`config.mk`:
```
export PLATFORM = sky130hd
export DESIGN_NAME = ep_dma_chain
export DESIGN_NICKNAME = d
export VERILOG_FILES = /design/src/rtl/ep_dma_chain.sv
export SDC_FILE = /design/constraint.sdc
export NUM_CORES = 1
export LEC_CHECK = 0
export BUFFER_PORTS_ARGS = -buffer_cell sky130_fd_sc_hd__buf_2
export CORE_ASPECT_RATIO = 1.25
export CORE_MARGIN = 1.5
export CORE_UTILIZATION = 48
export CTS_CLUSTER_SIZE = 10
export DETAILED_ROUTE_END_ITERATION = 7
export HOLD_SLACK_MARGIN = 0.08
export PLACE_DENSITY_LB_ADDON = 0.05
export SYNTH_ARGS = -nofsm -noshare
export SYNTH_HDL_FRONTEND = slang
export SYNTH_SLANG_ARGS = --single-unit
```
`constraint.sdc`:
```
create_clock -name clk -period 5.9 [get_ports clk]
set_clock_uncertainty 0.2 [all_clocks]
set_input_delay 0.885 -clock clk [delete_from_list [all_inputs] [get_ports clk]]
set_output_delay 0.885 -clock clk [all_outputs]
set_load 0.01 [all_outputs]
```
`src/rtl/ep_dma_chain.sv`:
```
module ep_dma_chain #(
  parameter int AW  = 32,
  parameter int MPS = 64
) (
  input  logic          clk,
  input  logic          rst_n,
  input  logic          sw_load,
  input  logic [AW-1:0] sw_nxt,
  input  logic          sw_disable,
  input  logic          irq_halt_en,
  input  logic          ep_irq,
  input  logic          dir_in,
  input  logic          auto_valid,
  output logic          dsc_rd,
  output logic [AW-1:0] dsc_addr,
  input  logic          dsc_gnt,
  input  logic [31:0]   dsc_rdata,
  output logic          xfer_vld,
  output logic [AW-1:0] xfer_addr,
  output logic [2:0]    xfer_nbytes,
  input  logic          xfer_rdy,
  output logic          bank_set,
  output logic          bank_clr,
  output logic          buf_irq,
  output logic [15:0]   sts_cnt,
  output logic          sts_end,
  output logic          sts_halt,
  output logic          busy
);
  localparam int BW   = $clog2(MPS + 5);
  localparam int LD_B = 16;
  localparam int EN_B = 17;
  localparam int IE_B = 18;
  localparam int VE_B = 19;

  typedef enum logic [2:0] {S_IDLE, S_FETCH, S_RUN, S_BEND, S_SWB, S_STOP} st_t;

  st_t           st;
  logic [1:0]    widx;
  logic [AW-1:0] base_q, nxt_q, buf_q;
  logic [15:0]   cnt_q;
  logic          ld_q, en_q, ie_q, ve_q;
  logic [BW-1:0] bank_q;
  logic          set_q, clr_q, irq_q;

  logic [2:0]    nb;
  logic [BW-1:0] bank_sum;
  logic          abort, fire, last, start;

  assign nb          = (cnt_q < 16'd4) ? cnt_q[2:0] : 3'd4;
  assign bank_sum    = bank_q + BW'(nb);
  assign last        = (cnt_q == {13'd0, nb});
  assign abort       = irq_halt_en & ep_irq;
  assign start       = sw_load & (st == S_IDLE || st == S_STOP);
  assign dsc_rd      = (st == S_FETCH);
  assign dsc_addr    = base_q + AW'({widx, 2'b00});
  assign xfer_vld    = (st == S_RUN) & en_q & ~abort;
  assign fire        = xfer_vld & xfer_rdy;
  assign xfer_addr   = buf_q;
  assign xfer_nbytes = nb;
  assign bank_set    = set_q;
  assign bank_clr    = clr_q;
  assign buf_irq     = irq_q;
  assign busy        = (st != S_IDLE) && (st != S_STOP);

  wire unused_bits = ^{dsc_rdata[31:20], nxt_q[1:0], sw_nxt[1:0]};

  always_ff @(posedge clk or negedge rst_n) begin
    if (!rst_n) begin
      st <= S_IDLE;  widx <= '0;
      base_q <= '0;  nxt_q <= '0;  buf_q <= '0;  cnt_q <= '0;
      ld_q <= 1'b0;  en_q <= 1'b0; ie_q <= 1'b0; ve_q <= 1'b0;
      bank_q <= '0;  set_q <= 1'b0; clr_q <= 1'b0; irq_q <= 1'b0;
      sts_cnt <= '0; sts_end <= 1'b0; sts_halt <= 1'b0;
    end else begin
      set_q <= 1'b0;
      clr_q <= 1'b0;
      irq_q <= 1'b0;
      if (sw_disable) en_q <= 1'b0;
      case (st)
        S_IDLE, S_STOP: if (start) begin
          base_q <= {sw_nxt[AW-1:2], 2'b00};
          widx   <= '0;
          st     <= S_FETCH;
        end
        S_FETCH: if (dsc_gnt) begin
          widx <= widx + 2'd1;
          case (widx)
            2'd0: nxt_q <= dsc_rdata[AW-1:0];
            2'd1: buf_q <= dsc_rdata[AW-1:0];
            default: begin
              widx  <= '0;
              cnt_q <= dsc_rdata[15:0];
              ld_q  <= dsc_rdata[LD_B];
              en_q  <= dsc_rdata[EN_B];
              ie_q  <= dsc_rdata[IE_B];
              ve_q  <= dsc_rdata[VE_B];
              if (!dsc_rdata[EN_B]) begin
                st       <= S_STOP;
                sts_cnt  <= dsc_rdata[15:0];
                sts_end  <= 1'b0;
                sts_halt <= 1'b1;
              end else if (dsc_rdata[15:0] == 16'd0) st <= S_BEND;
              else st <= S_RUN;
            end
          endcase
        end
        S_RUN: begin
          if (abort || !en_q) begin
            st       <= S_STOP;
            sts_cnt  <= cnt_q;
            sts_end  <= 1'b0;
            sts_halt <= 1'b1;
          end else if (fire) begin
            cnt_q <= cnt_q - {13'd0, nb};
            buf_q <= buf_q + AW'(4);
            if (bank_sum >= BW'(MPS)) begin
              if (auto_valid) begin
                set_q  <= dir_in;
                clr_q  <= ~dir_in;
                bank_q <= '0;
              end else bank_q <= BW'(MPS);
            end else bank_q <= bank_sum;
            if (last) st <= S_BEND;
          end
        end
        S_BEND: begin
          irq_q <= ie_q;
          if (ve_q && bank_q != '0) begin
            set_q  <= dir_in;
            clr_q  <= ~dir_in;
            bank_q <= '0;
          end
          st <= S_SWB;
        end
        S_SWB: begin
          sts_cnt  <= cnt_q;
          sts_end  <= 1'b1;
          sts_halt <= 1'b0;
          if (ld_q) begin
            base_q <= {nxt_q[AW-1:2], 2'b00};
            widx   <= '0;
            st     <= S_FETCH;
          end else st <= S_IDLE;
        end
        default: st <= S_IDLE;
      endcase
    end
  end
endmodule


```
== Word level (Yosys, flattened, before mapping) ==
Index checks and enable logic that the tools add are counted.

* Register bits after elaboration: 149
* Bits of input ports: 74
* Output and inout port bits: 91
* Logic and storage cells: 145

* Add/sub/neg operators: 5
* $lt $le $gt $ge: 2
* Equal/unequal tests: 20
* Muxes and demuxes: 67
* Bitwise logic cells: 8
* Reduce and logical (&&, ||, !) cells: 26

{| class="wikitable"
|+ Operators by type and width
! cell !! number
|-
| $mux W32 || 6
|-
| $mux W16 || 8
|-
| $pmux W32 S2 || 2
|-
| $pmux W16 S3 || 1
|-
| $mux W7 || 5
|-
| $add A32 B3 Y32 const B || 1
|-
| $add A32 B4 Y32 || 1
|-
| $pmux W16 S2 || 1
|-
| $mux W1 || 25
|-
| $mux W3 || 8
|-
| $reduce_and A5 Y1 || 4
|-
| $eq A16 B3 Y1 || 1
|-
| $logic_not A16 Y1 || 1
|-
| $lt A16 B3 Y1 const B || 1
|-
| $sub A16 B3 Y16 || 1
|-
| $pmux W3 S5 || 1
|-
| $ne A2 B2 Y1 const B || 7
|-
| $pmux W7 S2 || 1
|-
| $reduce_and A3 Y1 || 3
|-
| $reduce_bool A3 Y1 || 3
|-
| $mux W2 || 4
|-
| $reduce_and A4 Y1 || 2
|-
| $add A7 B3 Y7 || 1
|-
| $ge A7 B7 Y1 const B || 1
|-
| 21 further kinds || 39
|}

== Depth between registers and ports, before layout ==
* Depth in word-level cells: 8
* Depth in mapped cells: 12

== Worst setup path before layout ==
No wires, ideal clock.

* Path type: reg2reg
* Start: reg cnt_q[8]
* End: reg bank_q[5]
* Arrival: 3.382 ns
* Required time: 5.624 ns
* Path slack: 2.241 ns
* Stages on the path, launching flop included: 12
* Path buffers: 0
* Clock period less this slack: 3.659 ns
* Cell sequence: dfrtp_1 or4_4 nor4_2 and3_1 ha_1 inv_1 fa_1 nor2b_1 o2111a_1 mux2i_1 or4b_1 o21ai_1

* Cells in the longest elaborated chain, start to end: 8

{| class="wikitable"
|+ RTL lines
! what !! RTL line !! text
|-
| from (decl) || 41 || <nowiki>logic [15:0] cnt_q;</nowiki>
|-
| from (signal assigned) || 93 || <nowiki>cnt_q <= dsc_rdata[15:0];</nowiki>
|-
| from (signal assigned) || 115 || <nowiki>cnt_q <= cnt_q - {13'd0, nb};</nowiki>
|-
| $lt A16 B3 Y1 (*) || 50 || <nowiki>assign nb = (cnt_q < 16'd4) ? cnt_q[2:0] : 3'd4;</nowiki>
|-
| $mux W3 (*) || 50 ||
|-
| named net xfer_nbytes[0] || 20 || <nowiki>output logic [2:0] xfer_nbytes,</nowiki>
|-
| $add A7 B3 Y7 (*) || 51 || <nowiki>assign bank_sum = bank_q + BW'(nb);</nowiki>
|-
| $ge A7 B7 Y1 || 117 || <nowiki>if (bank_sum >= BW'(MPS)) begin</nowiki>
|-
| $mux W7 (*) || 117 ||
|-
| $mux W7 (*) || 114 || <nowiki>end else if (fire) begin</nowiki>
|-
| $mux W7 (*) || 109 || <nowiki>if (abort || !en_q) begin</nowiki>
|-
| $pmux W7 S2 (*) || 80 || <nowiki>case (st)</nowiki>
|-
| to (signal assigned) || 122 || <nowiki>end else bank_q <= BW'(MPS);</nowiki>
|-
| to (signal assigned) || 123 || <nowiki>end else bank_q <= bank_sum;</nowiki>
|-
| to (decl) || 43 || <nowiki>logic [BW-1:0] bank_q;</nowiki>
|}

Mark *: on every way through the listed nets, which the timed path passes. The rest lies on a longest branch. The select of a mux whose other input is x is not followed.
A chain may end at the register's enable or synchronous reset.

== Final worst setup path ==
* Start: reg cnt_q[8]
* End: reg bank_q[1]

* Cells in the longest elaborated chain, start to end: 8

{| class="wikitable"
|+ RTL lines
! what !! RTL line
|-
| $lt A16 B3 Y1 (*) || 50
|-
| $mux W3 (*) || 50
|-
| $add A7 B3 Y7 (*) || 51
|-
| $ge A7 B7 Y1 || 117
|-
| $mux W7 (*) || 117
|-
| $mux W7 (*) || 114
|-
| $mux W7 (*) || 109
|-
| $pmux W7 S2 (*) || 80
|}

Every way passes the cells marked *; elsewhere a longest branch is shown, timed or not. The select of a mux whose other input is x is not followed.

==> flow_summary.ini <==
[sta]
finalCritPeriodShare_pct = 68.93
hold_viol_final = 0
max_clock_freq_ghz = 0.2459
relSlewSlack_pct = 20.74
final-setup-viol-count = 0
worstMarginPinSlew_ns = 1.185
finalCriticalPeriod_ns = 4.067
rsz0062_at_grt = false
final.setup.tns_ns = 0
slew_violations = 0

[logic_synthesis]
post-synth-top-area-cell = sky130_fd_sc_hd__dfrtp_1
synth_sequential_area_ratio_pct = 44.66
async_reset_ff_share_pct = 100.0
synth_area_leaders = sky130_fd_sc_hd__dfrtp_1, sky130_fd_sc_hd__mux2i_1, sky130_fd_sc_hd__nand2_1, sky130_fd_sc_hd__o21ai_0, sky130_fd_sc_hd__mux2_2
yosys_register_bits = 145
synth-warning-count = 0
synth_instances = 873
leading_cell_types_by_count_after_synthesis = sky130_fd_sc_hd__dfrtp_1, sky130_fd_sc_hd__nand2_1, sky130_fd_sc_hd__o21ai_0, sky130_fd_sc_hd__mux2i_1, sky130_fd_sc_hd__a21oi_1
dominantRegCellSynth = sky130_fd_sc_hd__dfrtp_1
ys_types = 82
syn-cell-area_um2 = 8124
syn_avg_cell_area_um2 = 9.306
synth_enable_flop_cells = 0
synth_most_common_cell = sky130_fd_sc_hd__dfrtp_1
yosysTopAreaCellShare_pct = 44.66

[outcome]
run_status = finished clean

[die]
chipHeight_um = 148.5
pin_count = 165
start_util_pct = 48.61
floorplan_die_width_um = 119.4
placement_rows = 53
fp.dieArea_um2 = 17720
design.core.area_um2 = 16710

[critical_path]
timing.critical_path.slowest_stage_cell = sky130_fd_sc_hd__or4_4
worst-r2r-cell-count = 11
worst-r2r-setup-slack_ns = 1.83
cp_top_family = simple AND/OR/NAND/NOR gates
worstSetupStartpointType = flip-flop
critPathMaxFanout = 6
path_buf_inv = 1
timing.setup.critical_path_class = reg2reg
cp.depth = 11
required_time_at_the_endpoint_of_the_critical_path_ns = 6.04
timing.critical_path.slowest_cell_delay_ns = 0.60
endpoint_arrival_time_on_the_critical_path_ns = 4.21
crit_path_cell_trace = or4_4 -> nor4_2 -> and3_1 -> ha_1 -> inv_1 -> fa_1 -> nor2b_1 -> o2111a_1 -> mux2i_1 -> o21ai_0 -> o21ai_0
crit_path_frequent_cell = sky130_fd_sc_hd__o21ai_0
setup.worst_path.end_class = flip-flop

[global_route]
first_global_vias = 6652
grt_start_max_net_pins = 109
grt_usage_pct = 26.52
grt_antenna_before_repair = 0
grt_remaining_overflow = 0
wire_length_of_the_first_global_routing_pass_um = 36470

[cells_and_area]
layout.nets = 1095
drive_gt1_share_pct = 24.41
post-route-cell-area_um2 = 9674
finalNonFillerCells = 1244
diodes = 0
n_fill_cell = 1573
areaGrowthSynthToFinish_pct = 19.08

[clock_tree]
numClockSinks = 145
post_cts_sizing_count = 0
cts-buffers-inserted = 17
clock_latency_ns = 0.43
buffer_levels_on_the_longest_clock_path = 2
cts.reportedPaths.clkPinSlew_ns = 0.07
ctsHtreeMaxLevel = 4
post_cts_setup_buffer_count = 0
tritoncts = yes
cts_root_buffer = sky130_fd_sc_hd__clkbuf_16
holdBufCountCts = 0

[drt]
detailroute.via_count = 7067
final_antenna_net_count = 0
average_routed_wire_per_standard_cell_um = 18.34
route.detailed.vias_per_inst = 5.681
dr.pass1.iters = 5
wl_um = 22820
drc = 0
dr.first_iter.drc_count = 481

[power_and_ir_drop]
ir_drop_v = 0.0001983
pwr-share-comb_pct = 37.6
proportion_of_total_power_due_to_net_switching_pct = 40.24
switching_power_mw = 1.975
share_seq_of_total_power_pct = 39.9
cellLeakagePower_nw = 4.237
powerDensity_nw_per_um2 = 507.2
p_clk_share_pct = 22.6
internal-power_mw = 2.933

[placed_design]
gpl.final_weighted_congestion = 0.9093
place_area_um2 = 9076
port-buffer-count = 160
place_hpwl_um = 16400
placed_cells = 1212

[min_path]
whs_path_depth = 2
worst_hold_path_type = reg2reg

[job]
drv.max_cap_violation_count = 0
kinds of logic (layout without fill, tap and decap cells):
logic type               after synthesis  count (layout)  share of synthesized area (%)
AO/OA/AOI/OAI                        219             219                          16.82
XOR/XNOR                              32              32                          3.450
adder cells (fa/ha/maj)               10              10                          1.725
buffers and inverters                 75             225                          4.004
flip-flops                           145             145                          44.66
multiplexers                          80              80                          10.33
other                                  2               3                        0.09244
AND/OR/NAND/NOR                      310             310                          18.91
registers in the layout (all words and copies together), names as in the netlist, 2 cells and up:
| name | flops |
|---|---|
| bank_q | 7 |
| base_q | 30 |
| cnt_q | 16 |
| nxt_q | 30 |
| st | 3 |
| sts_cnt | 16 |
| widx | 2 |
| xfer_addr | 32 |
layout by cell type (no fill, tap or decap), drive strengths merged, types with 4 or more instances in the layout:
cell and n:
nor3 17, nand2b 6, mux2i 49, nand2 126, clkbuf 17, o31ai 5, dfrtp 145, and3 14
nor2b 5, ha 8, nor4 9, a31oi 11, o22ai 17, o21ai 85, xor2 12, a211oi 4
nand3b 4, or3 4, nor2 44, inv 34, and4 4, and2 6, a21oi 47, or2 4
nand3 36, xnor2 20, buf 167, mux2 31, or4 4, nand4 15, a2bb2oi 10
cell type report:
cell class	instances	area [um2]	share of cell area [%]
multi-input combinational	654	4215	43.57
timing repair buffer	167	859.6	8.885
tap	220	275.3	2.845
sequential	145	3628	37.51
inverter	26	97.59	1.009
clock inverter	15	172.7	1.785
clock buffer	17	425.4	4.397
power by group through the flow:
stage	clock network, mW	registers, mW	logic [mW]
6_report	1.11	1.96	1.84
5_1_grt	1.17	2.04	2.07
4_1_cts	1.13	1.95	1.86
3_5_place_dp	0	1.97	1.86
3_3_place_gp	0	1.95	1.83
2_1_floorplan	0	1.88	1.27
worst register-to-register path, cell delays in order, from the launching register on:
cell	delay, ns
sky130_fd_sc_hd__dfrtp_1	0.43
sky130_fd_sc_hd__or4_4	0.60
sky130_fd_sc_hd__nor4_2	0.47
sky130_fd_sc_hd__and3_1	0.26
sky130_fd_sc_hd__ha_1	0.18
sky130_fd_sc_hd__inv_1	0.06
sky130_fd_sc_hd__fa_1	0.40
sky130_fd_sc_hd__nor2b_1	0.20
sky130_fd_sc_hd__o2111a_1	0.24
sky130_fd_sc_hd__mux2i_1	0.37
sky130_fd_sc_hd__o21ai_0	0.34
sky130_fd_sc_hd__o21ai_0	0.24
metal layers:
layer / share of wire (%) / track usage [%] / vias up
met1: 45 / 36.47 / 3392
met3: 5.1 / 5.713 / 34
met4: 2.3 / 9.286 / 0
li1: - / - / 3439
met5: 0 / 0 / -
met2: 48 / 41.73 / 202
through the flow:
step	setup WS, ns	utilization (%)	hold WS (ns)	total power, mW
6_report	1.833	57.89	0.2763	4.907
5_1_grt	1.424	57.89	0.3055	5.279
2_1_floorplan	2.241	-	0.2379	3.150
3_5_place_dp	1.815	54.31	0.2647	3.823
4_1_cts	1.802	57.89	0.2823	4.943
3_3_place_gp	1.877	54.31	0.2544	3.781
final timing paths:
kind,start,endpoint
worst max-delay path,cnt_q[8],bank_q[1]
worst min-delay path,sts_cnt[4],sts_cnt[4]
worst max register to register,cnt_q[8],bank_q[1]
worst min register to register,sts_cnt[4],sts_cnt[4]
max in group asynchronous,rst_n,xfer_addr[6]
min in group asynchronous,rst_n,base_q[11]
Note: power is estimated with default switching activity, not from simulation.
